[config.mk]
export PLATFORM = sky130hd
export DESIGN_NAME = fncfg_space
export DESIGN_NICKNAME = d
export VERILOG_FILES = /design/src/rtl/fncfg_pkg.sv /design/src/rtl/fncfg_hdr.sv /design/src/rtl/fncfg_ext.sv /design/src/rtl/fncfg_space.sv
export SDC_FILE = /design/constraint.sdc
export NUM_CORES = 1
export LEC_CHECK = 0
export BUFFER_PORTS_ARGS = -buffer_cell sky130_fd_sc_hd__buf_4
export CAP_MARGIN = 20
export CORE_UTILIZATION = 32
export CTS_CLUSTER_SIZE = 14
export DETAILED_ROUTE_END_ITERATION = 10
export GPL_ROUTABILITY_DRIVEN = 0
export PLACE_DENSITY = 0.59
export SLEW_MARGIN = 15
export SYNTH_ARGS = -nofsm -noshare
export SYNTH_HDL_FRONTEND = slang
export SYNTH_SLANG_ARGS = --single-unit
[constraint.sdc]
create_clock -name clk -period 2.3 [get_ports clk]
set_input_delay 0.345 -clock clk [delete_from_list [all_inputs] [get_ports clk]]
set_output_delay 0.345 -clock clk [all_outputs]
set_load 0.02 [all_outputs]
[src/rtl/fncfg_pkg.sv]
package fncfg_pkg;
  localparam int DW_W = 6;
  typedef logic [DW_W-1:0] dword_idx_t;

  // dword indices whose position other logic depends on
  localparam dword_idx_t DW_IDENT    = 6'd0;
  localparam dword_idx_t DW_CMD      = 6'd1;
  localparam dword_idx_t DW_CLASS    = 6'd2;
  localparam dword_idx_t DW_HTYPE    = 6'd3;
  localparam dword_idx_t DW_IRQ      = 6'd15;
  localparam dword_idx_t DW_EXT_BASE = 6'd16;
  localparam int         DW_TOTAL    = 64;

  localparam int CMD_IO_BIT  = 0;
  localparam int CMD_MEM_BIT = 1;
  localparam int CMD_MST_BIT = 2;
endpackage

[src/rtl/fncfg_hdr.sv]
module fncfg_hdr
  import fncfg_pkg::*;
#(
  parameter logic [15:0] VENDOR_ID  = 16'h1D0F,
  parameter logic [15:0] DEVICE_ID  = 16'h7A31,
  parameter logic [15:0] CLASS_CODE = 16'h0480,
  parameter logic [7:0]  PROG_IF    = 8'h00,
  parameter logic [7:0]  REVISION   = 8'h03,
  parameter bit          MULTI_FN   = 1'b1,
  parameter logic [7:0]  IRQ_PIN    = 8'd2
) (
  input  logic        clk,
  input  logic        rst,
  input  logic        wr_en,
  input  dword_idx_t  dw,
  input  logic        be0,
  input  logic [7:0]  wbyte,
  output logic [31:0] rd_val,
  output logic        io_en,
  output logic        mem_en,
  output logic        mst_en,
  output logic [7:0]  irq_line
);
  logic [2:0] cmd_q;
  logic [7:0] line_q;
  logic [4:0] wbyte_unused;

  assign wbyte_unused = wbyte[7:3];

  always_ff @(posedge clk) begin
    if (rst) begin
      cmd_q  <= '0;
      line_q <= '0;
    end else if (wr_en && be0) begin
      if (dw == DW_CMD) cmd_q  <= wbyte[2:0];
      if (dw == DW_IRQ) line_q <= wbyte;
    end
  end

  always_comb begin
    case (dw)
      DW_IDENT: rd_val = {DEVICE_ID, VENDOR_ID};
      DW_CMD:   rd_val = {29'd0, cmd_q};
      DW_CLASS: rd_val = {CLASS_CODE, PROG_IF, REVISION};
      DW_HTYPE: rd_val = {8'h00, MULTI_FN, 7'h00, 16'h0000};
      DW_IRQ:   rd_val = {16'h0000, IRQ_PIN, line_q};
      default:  rd_val = 32'd0;
    endcase
  end

  assign io_en    = cmd_q[CMD_IO_BIT];
  assign mem_en   = cmd_q[CMD_MEM_BIT];
  assign mst_en   = cmd_q[CMD_MST_BIT];
  assign irq_line = line_q;
endmodule

[src/rtl/fncfg_ext.sv]
module fncfg_ext #(
  parameter int DEPTH = 16,
  localparam int AW   = (DEPTH > 1) ? $clog2(DEPTH) : 1
) (
  input  logic          clk,
  input  logic          wr_en,
  input  logic          rd_en,
  input  logic [AW-1:0] addr,
  input  logic [3:0]    be,
  input  logic [31:0]   wdata,
  output logic [31:0]   rdata
);
  // one inferable RAM per byte lane, read-first
  for (genvar l = 0; l < 4; l++) begin : g_lane
    logic [7:0] mem [DEPTH];
    logic [7:0] q;
    always_ff @(posedge clk) begin
      if (rd_en) q <= mem[addr];
      if (wr_en && be[l]) mem[addr] <= wdata[8*l +: 8];
    end
    assign rdata[8*l +: 8] = q;
  end
endmodule

[src/rtl/fncfg_space.sv]
module fncfg_space
  import fncfg_pkg::*;
#(
  parameter logic [15:0] VENDOR_ID   = 16'h1D0F,
  parameter logic [15:0] DEVICE_ID   = 16'h7A31,
  parameter logic [15:0] CLASS_CODE  = 16'h0480,
  parameter logic [7:0]  PROG_IF     = 8'h00,
  parameter logic [7:0]  REVISION    = 8'h03,
  parameter bit          MULTI_FN    = 1'b1,
  parameter logic [7:0]  IRQ_PIN     = 8'd2,
  parameter int          EXT_DWORDS  = 16
) (
  input  logic        clk,
  input  logic        rst,
  input  logic        cfg_sel,
  input  logic        cfg_rd,
  input  logic        cfg_wr,
  input  logic [7:0]  cfg_off,
  input  logic [3:0]  cfg_be,
  input  logic [31:0] cfg_wdata,
  output logic [31:0] cfg_rdata,
  output logic        cfg_rvalid,
  output logic        io_en,
  output logic        mem_en,
  output logic        mst_en,
  output logic [7:0]  irq_line,
  output logic [7:0]  irq_pin
);
  localparam int EXT_AW  = (EXT_DWORDS > 1) ? $clog2(EXT_DWORDS) : 1;
  localparam int EXT_END = int'(DW_EXT_BASE) + EXT_DWORDS;

  dword_idx_t        dw;
  logic              acc_rd, acc_wr, in_ext;
  logic [EXT_AW-1:0] ext_addr;
  logic [31:0]       hdr_val, ext_q, hdr_q;
  logic              ext_hit_q, rvalid_q;
  logic              off_lo_unused;

  assign dw            = cfg_off[7:2];
  assign off_lo_unused = ^cfg_off[1:0];
  assign acc_rd        = cfg_sel && cfg_rd;
  assign acc_wr        = cfg_sel && cfg_wr;
  assign in_ext        = (int'(dw) >= int'(DW_EXT_BASE)) && (int'(dw) < EXT_END);
  assign ext_addr      = EXT_AW'(dw - DW_EXT_BASE);

  fncfg_hdr #(
    .VENDOR_ID(VENDOR_ID), .DEVICE_ID(DEVICE_ID), .CLASS_CODE(CLASS_CODE),
    .PROG_IF(PROG_IF), .REVISION(REVISION), .MULTI_FN(MULTI_FN), .IRQ_PIN(IRQ_PIN)
  ) u_hdr (
    .clk(clk), .rst(rst), .wr_en(acc_wr), .dw(dw), .be0(cfg_be[0]),
    .wbyte(cfg_wdata[7:0]), .rd_val(hdr_val),
    .io_en(io_en), .mem_en(mem_en), .mst_en(mst_en), .irq_line(irq_line)
  );

  fncfg_ext #(.DEPTH(EXT_DWORDS)) u_ext (
    .clk(clk), .wr_en(acc_wr && in_ext), .rd_en(acc_rd && in_ext),
    .addr(ext_addr), .be(cfg_be), .wdata(cfg_wdata), .rdata(ext_q)
  );

  always_ff @(posedge clk) begin
    if (rst) begin
      rvalid_q  <= 1'b0;
      ext_hit_q <= 1'b0;
      hdr_q     <= '0;
    end else begin
      rvalid_q  <= acc_rd;
      ext_hit_q <= acc_rd && in_ext;
      hdr_q     <= acc_rd ? hdr_val : 32'd0;
    end
  end

  assign cfg_rvalid = rvalid_q;
  assign cfg_rdata  = hdr_q | (ext_hit_q ? ext_q : 32'd0);
  assign irq_pin    = IRQ_PIN;
endmodule

==> results by stage <==
Outcome:
- The run finished with clean final reports.

Yosys:
- Yosys mapped the design onto 38 distinct sky130hd cell types.
- The count of synthesis-stage warnings from yosys is 0.
- Of all cell types, the one taking the most synthesized area is sky130_fd_sc_hd__edfxtp_1.
- The number of cells produced by synthesis is 1,059.
- In this run the cell area of the synthesized design comes to 21,800 µm².
- The number of flip-flops and latches in the synthesized netlist is 569.
- Of the synthesized area, sequential elements account for 0.773.
- The share of the synthesized area in the top cell type is 0.750.
- By area the synthesized netlist is led by sky130_fd_sc_hd__edfxtp_1, sky130_fd_sc_hd__mux4_2, sky130_fd_sc_hd__dfxtp_1, sky130_fd_sc_hd__a22oi_1, sky130_fd_sc_hd__nor2_1.
- The synthesized area per cell is 20.6 µm².

Pwr:
- The switching power share of the total is 0.201.
- The internal power consumption is 16.7 mW.
- The net switching power figure is 4.21 mW.
- The power density over cell area is 808 nW/µm².
- Of the total power, registers draw 0.544.
- Summed over all cells, the static leakage comes to 8.57 nW.
- The combinational fraction of design power is 0.045.
- Of the total power, the clock network draws 0.411.
- IR analysis of the VDD net gives a maximum drop of 0.000535 V.

Place:
- Before CTS, the worst setup slack after placement is 0.0940 ns.
- The count of buffers added on input and output ports is 90.
- The HPWL after detailed placement is 32,000 µm.
- Summing all placed instances gives a cell area of 24,200 µm².

Clock network:
- The cell sitting at the root of the clock tree is a sky130_fd_sc_hd__clkbuf_16.
- TritonCTS built the clock tree.
- The later pin in the worst-skew pair is clocked with a latency of 0.60 ns.
- After clock tree synthesis, the clock-pin slew on the worst setup and hold paths is 0.06 ns.
- The H-tree level count is 2.
- TritonCTS created 55 clock buffers.
- For this design, the sink count on the clock tree is 569.
- No sink is reached through more buffers than the 3 on the longest clock path.

Timing:
- The post-layout worst setup margin is 0.153 ns.
- Adding up every negative setup slack in the final design gives 0 ns.
- The final critical-path share of the clock period is 0.933.
- The worst pin sits at a relative slew slack of 0.555.
- The pin slew with the least headroom to its limit is 0.667 ns.
- The post-route minimum period is 2.15 ns.
- Setup violations remaining at the end of the flow were counted as 0.
- Setup repair after global routing left no endpoint under its margin.
- The final-report hold violation count is 0.
- The clock skew after layout is 0.0132 ns.
- The highest achievable clock rate is 466 MHz.
- The max-slew violation count is 0.

Floorplanning:
- The initial utilization of the core area, before any placement, comes to 0.324.
- In this run the standard cell core region covers 67,300 µm².
- The die covers 69,100 µm².
- The floorplan step set the die width to 263 µm.
- The floorplan die height is 263 µm.
- Pin placement for this block handled 101 I/O pins.
- The total number of placement rows is 95.

Critical path:
- The worst setup path is launched from an input pin.
- The endpoint identified for the worst register-to-register timing path is u_ext.g_lane[2].q[7]$_DFFE_PP_.
- The worst setup path is captured at a flip-flop.
- Setup slack on the worst reg-to-reg path comes out at 0.67 ns.
- The worst register-to-register path begins at u_ext.g_lane[2].mem[2][7]$_DFFE_PP_.
- The critical path class is in2reg.
- The worst-path maximum fanout is 16.
- Following the worst setup path forward leads to its endpoint at u_ext.g_lane[2].mem[3][2]$_DFFE_PP_.
- The worst register-to-register path has a depth of 3.
- STA puts the critical path data required time at 2.60 ns.
- STA puts the critical path data arrival time at 2.44 ns.
- The startpoint of the most critical setup path is cfg_off[7].

Global route:
- The number of antenna violations at the first check in global routing came to 1.
- Global routing finished with a remaining overflow of 0.
- Entering global routing, the biggest net connects 37 pins.
- In the global route stage, overall resource usage came out at 0.148.
- The number of global-route vias before repair is 11,400.
- The wire length of the first global-routing pass is 74,900 µm.

Detailed routing:
- The vias per cell is 5.07.
- The routed design has 50,800 µm of wire.
- Dividing the detail-routed wire length by the instance count gives 23.5 µm.
- The first-iteration detailed-routing DRC count is 1,057.
- The first detailed-routing pass took 5 iterations.
- The remaining antenna violation count after routing is 0.
- The number of remaining DRC errors is 0.
- Detailed routing inserted a total of 11,000 vias.

Job:
- Across the run, the number of max-cap violations was 0.

Finish:
- In the final layout, the share of cells above drive strength 1 is 0.314.
- The net count reported at finish is 1,301.
- The antenna diode count is 0.
- Once layout is done, the placed cells without fillers occupy 25,900 µm².
- The relative area change from synthesis to final layout is 18.8%.

Hold path:
- The path class of the lowest-slack min-delay path is in2reg.
- The startpoint identified for the worst hold timing path is cfg_wdata[14].
sequential cells by signal, summed over array words and instances, names as in the netlist:
signal and flops:
u_ext.g_lane.mem 512, u_ext.g_lane.q 32, u_hdr.cmd_q 3, u_hdr.irq_line 8, cfg_rvalid 1, hdr_q 12
ext_hit_q 1
cell usage in the layout, fill, tap and decap left out, types with 2 or more instances in the layout:
cell | netlist | final
sky130_fd_sc_hd__dlygate4sd3_1 | 0 | 3
sky130_fd_sc_hd__clkinv_2 | 0 | 3
sky130_fd_sc_hd__nand3_1 | 7 | 7
sky130_fd_sc_hd__clkbuf_16 | 0 | 57
sky130_fd_sc_hd__buf_4 | 11 | 186
sky130_fd_sc_hd__clkinv_1 | 0 | 10
sky130_fd_sc_hd__clkinvlp_4 | 0 | 2
sky130_fd_sc_hd__edfxtp_1 | 544 | 544
sky130_fd_sc_hd__bufinv_16 | 0 | 4
sky130_fd_sc_hd__nand4_1 | 11 | 11
sky130_fd_sc_hd__nand2_1 | 50 | 50
sky130_fd_sc_hd__nor2b_1 | 4 | 2
sky130_fd_sc_hd__nand3b_1 | 2 | 2
sky130_fd_sc_hd__clkbuf_1 | 24 | 17
sky130_fd_sc_hd__conb_1 | 2 | 8
sky130_fd_sc_hd__nor2b_4 | 0 | 2
sky130_fd_sc_hd__nor2_1 | 65 | 64
sky130_fd_sc_hd__mux4_2 | 128 | 128
sky130_fd_sc_hd__and2_1 | 14 | 13
sky130_fd_sc_hd__a21o_1 | 23 | 23
sky130_fd_sc_hd__nor3_1 | 5 | 5
sky130_fd_sc_hd__inv_1 | 2 | 2
sky130_fd_sc_hd__buf_12 | 0 | 12
sky130_fd_sc_hd__a22oi_1 | 64 | 64
sky130_fd_sc_hd__a31oi_1 | 2 | 2
sky130_fd_sc_hd__o31ai_1 | 11 | 11
sky130_fd_sc_hd__dfxtp_1 | 25 | 24
sky130_fd_sc_hd__a21oi_1 | 12 | 12
per-layer routing:
metal,vias to the layer above,part of all wire,GRT usage
li1,4737,-,-
met1,5750,0.44,0.206
met2,395,0.47,0.228
met3,78,0.071,0.0337
met4,2,0.022,0.0466
met5,-,0.00018,0
worst max-delay path: stages:
cell	delay [ns]
sky130_fd_sc_hd__dlygate4sd3_1	0.54
sky130_fd_sc_hd__buf_4	0.15
sky130_fd_sc_hd__and4b_1	0.50
sky130_fd_sc_hd__nand2_1	0.38
sky130_fd_sc_hd__nor3_1	0.27
sky130_fd_sc_hd__buf_4	0.24
kinds of logic after synthesis:
| group | Yosys count | synth area share |
|---|---|---|
| AND/OR/NAND/NOR | 170 | 0.0366 |
| buffers and inverters | 75 | 0.0192 |
| other | 2 | 0.000345 |
| multiplexers | 128 | 0.132 |
| AO/OA/AOI/OAI | 115 | 0.0383 |
| flip-flops | 569 | 0.773 |
power groups by stage:
stage	Combinational (mW)	Clock (mW)	Sequential, mW
final	0.937	8.59	11.4
after global routing	1.01	9.12	11.4
after CTS	0.953	8.79	11.4
after detailed placement	0.945	0	11.6
after global placement	0.924	0	11.6
after floorplan	0.526	0	11.6
worst min path at each step:
stage               slack [ns]  cells past startpoint                              endpoint
detailed placement        0.49                      2        u_hdr.irq_line[6]$_SDFFE_PP0P_
global route              0.03                      1  u_ext.g_lane[1].mem[15][6]$_DFFE_PP_
global placement          0.47                      2        u_hdr.irq_line[6]$_SDFFE_PP0P_
CTS                      0.004                      1  u_ext.g_lane[1].mem[10][6]$_DFFE_PP_
finish                    0.04                      1  u_ext.g_lane[1].mem[15][6]$_DFFE_PP_
floorplan                 0.41                      1           u_hdr.cmd_q[2]$_SDFFE_PP0P_
cells in the mapped netlist, drive strengths merged:
master and number:
edfxtp 544, mux4 128, nor2 65, a22oi 64
nand2 50, buf 48, clkbuf 25, dfxtp 25
a21o 23, and2 14, a21oi 12, nand4 12
o31ai 11, nand3 7, nor3 6, nor2b 4
a31oi 2, and4b 2, conb 2, inv 2
nand3b 2, or2 2, a211o 1, a2bb2o 1
and3 1, and4 1, nor3b 1, nor4b 1
o211ai 1, or3 1, or4b 1
layout make-up:
type                    count  area, µm²
fillers                  5994      41400
flip-flops and latches    569      16800
multi-input cells         421       4570
repair buffers            203       1690
clock buffers              74       1490
well taps                 873       1090
clock inverters            19        188
inverters                   2       7.51
per-stage QoR:
step                      hold WS (ns)  total power, mW   util  instances
after global routing            0.0302             21.5  0.385       2161
after floorplan                  0.414             12.1      -       1065
final                           0.0381             20.9  0.385       2161
after global placement           0.472             12.5  0.359       2065
after CTS                      0.00429             21.1  0.385       2161
after detailed placement         0.488             12.5  0.359       2065
repair_timing:
| item | CTS | global route |
|---|---|---|
| endpoints found under the hold margin | 12 | 0 |
| setup buffers | 0 | 0 |
| gates resized for setup | 0 | 1 |
| hold buffers | 3 | 0 |
| setup endpoints to repair | 0 | 2 |
(Power assumes the default switching activity.)
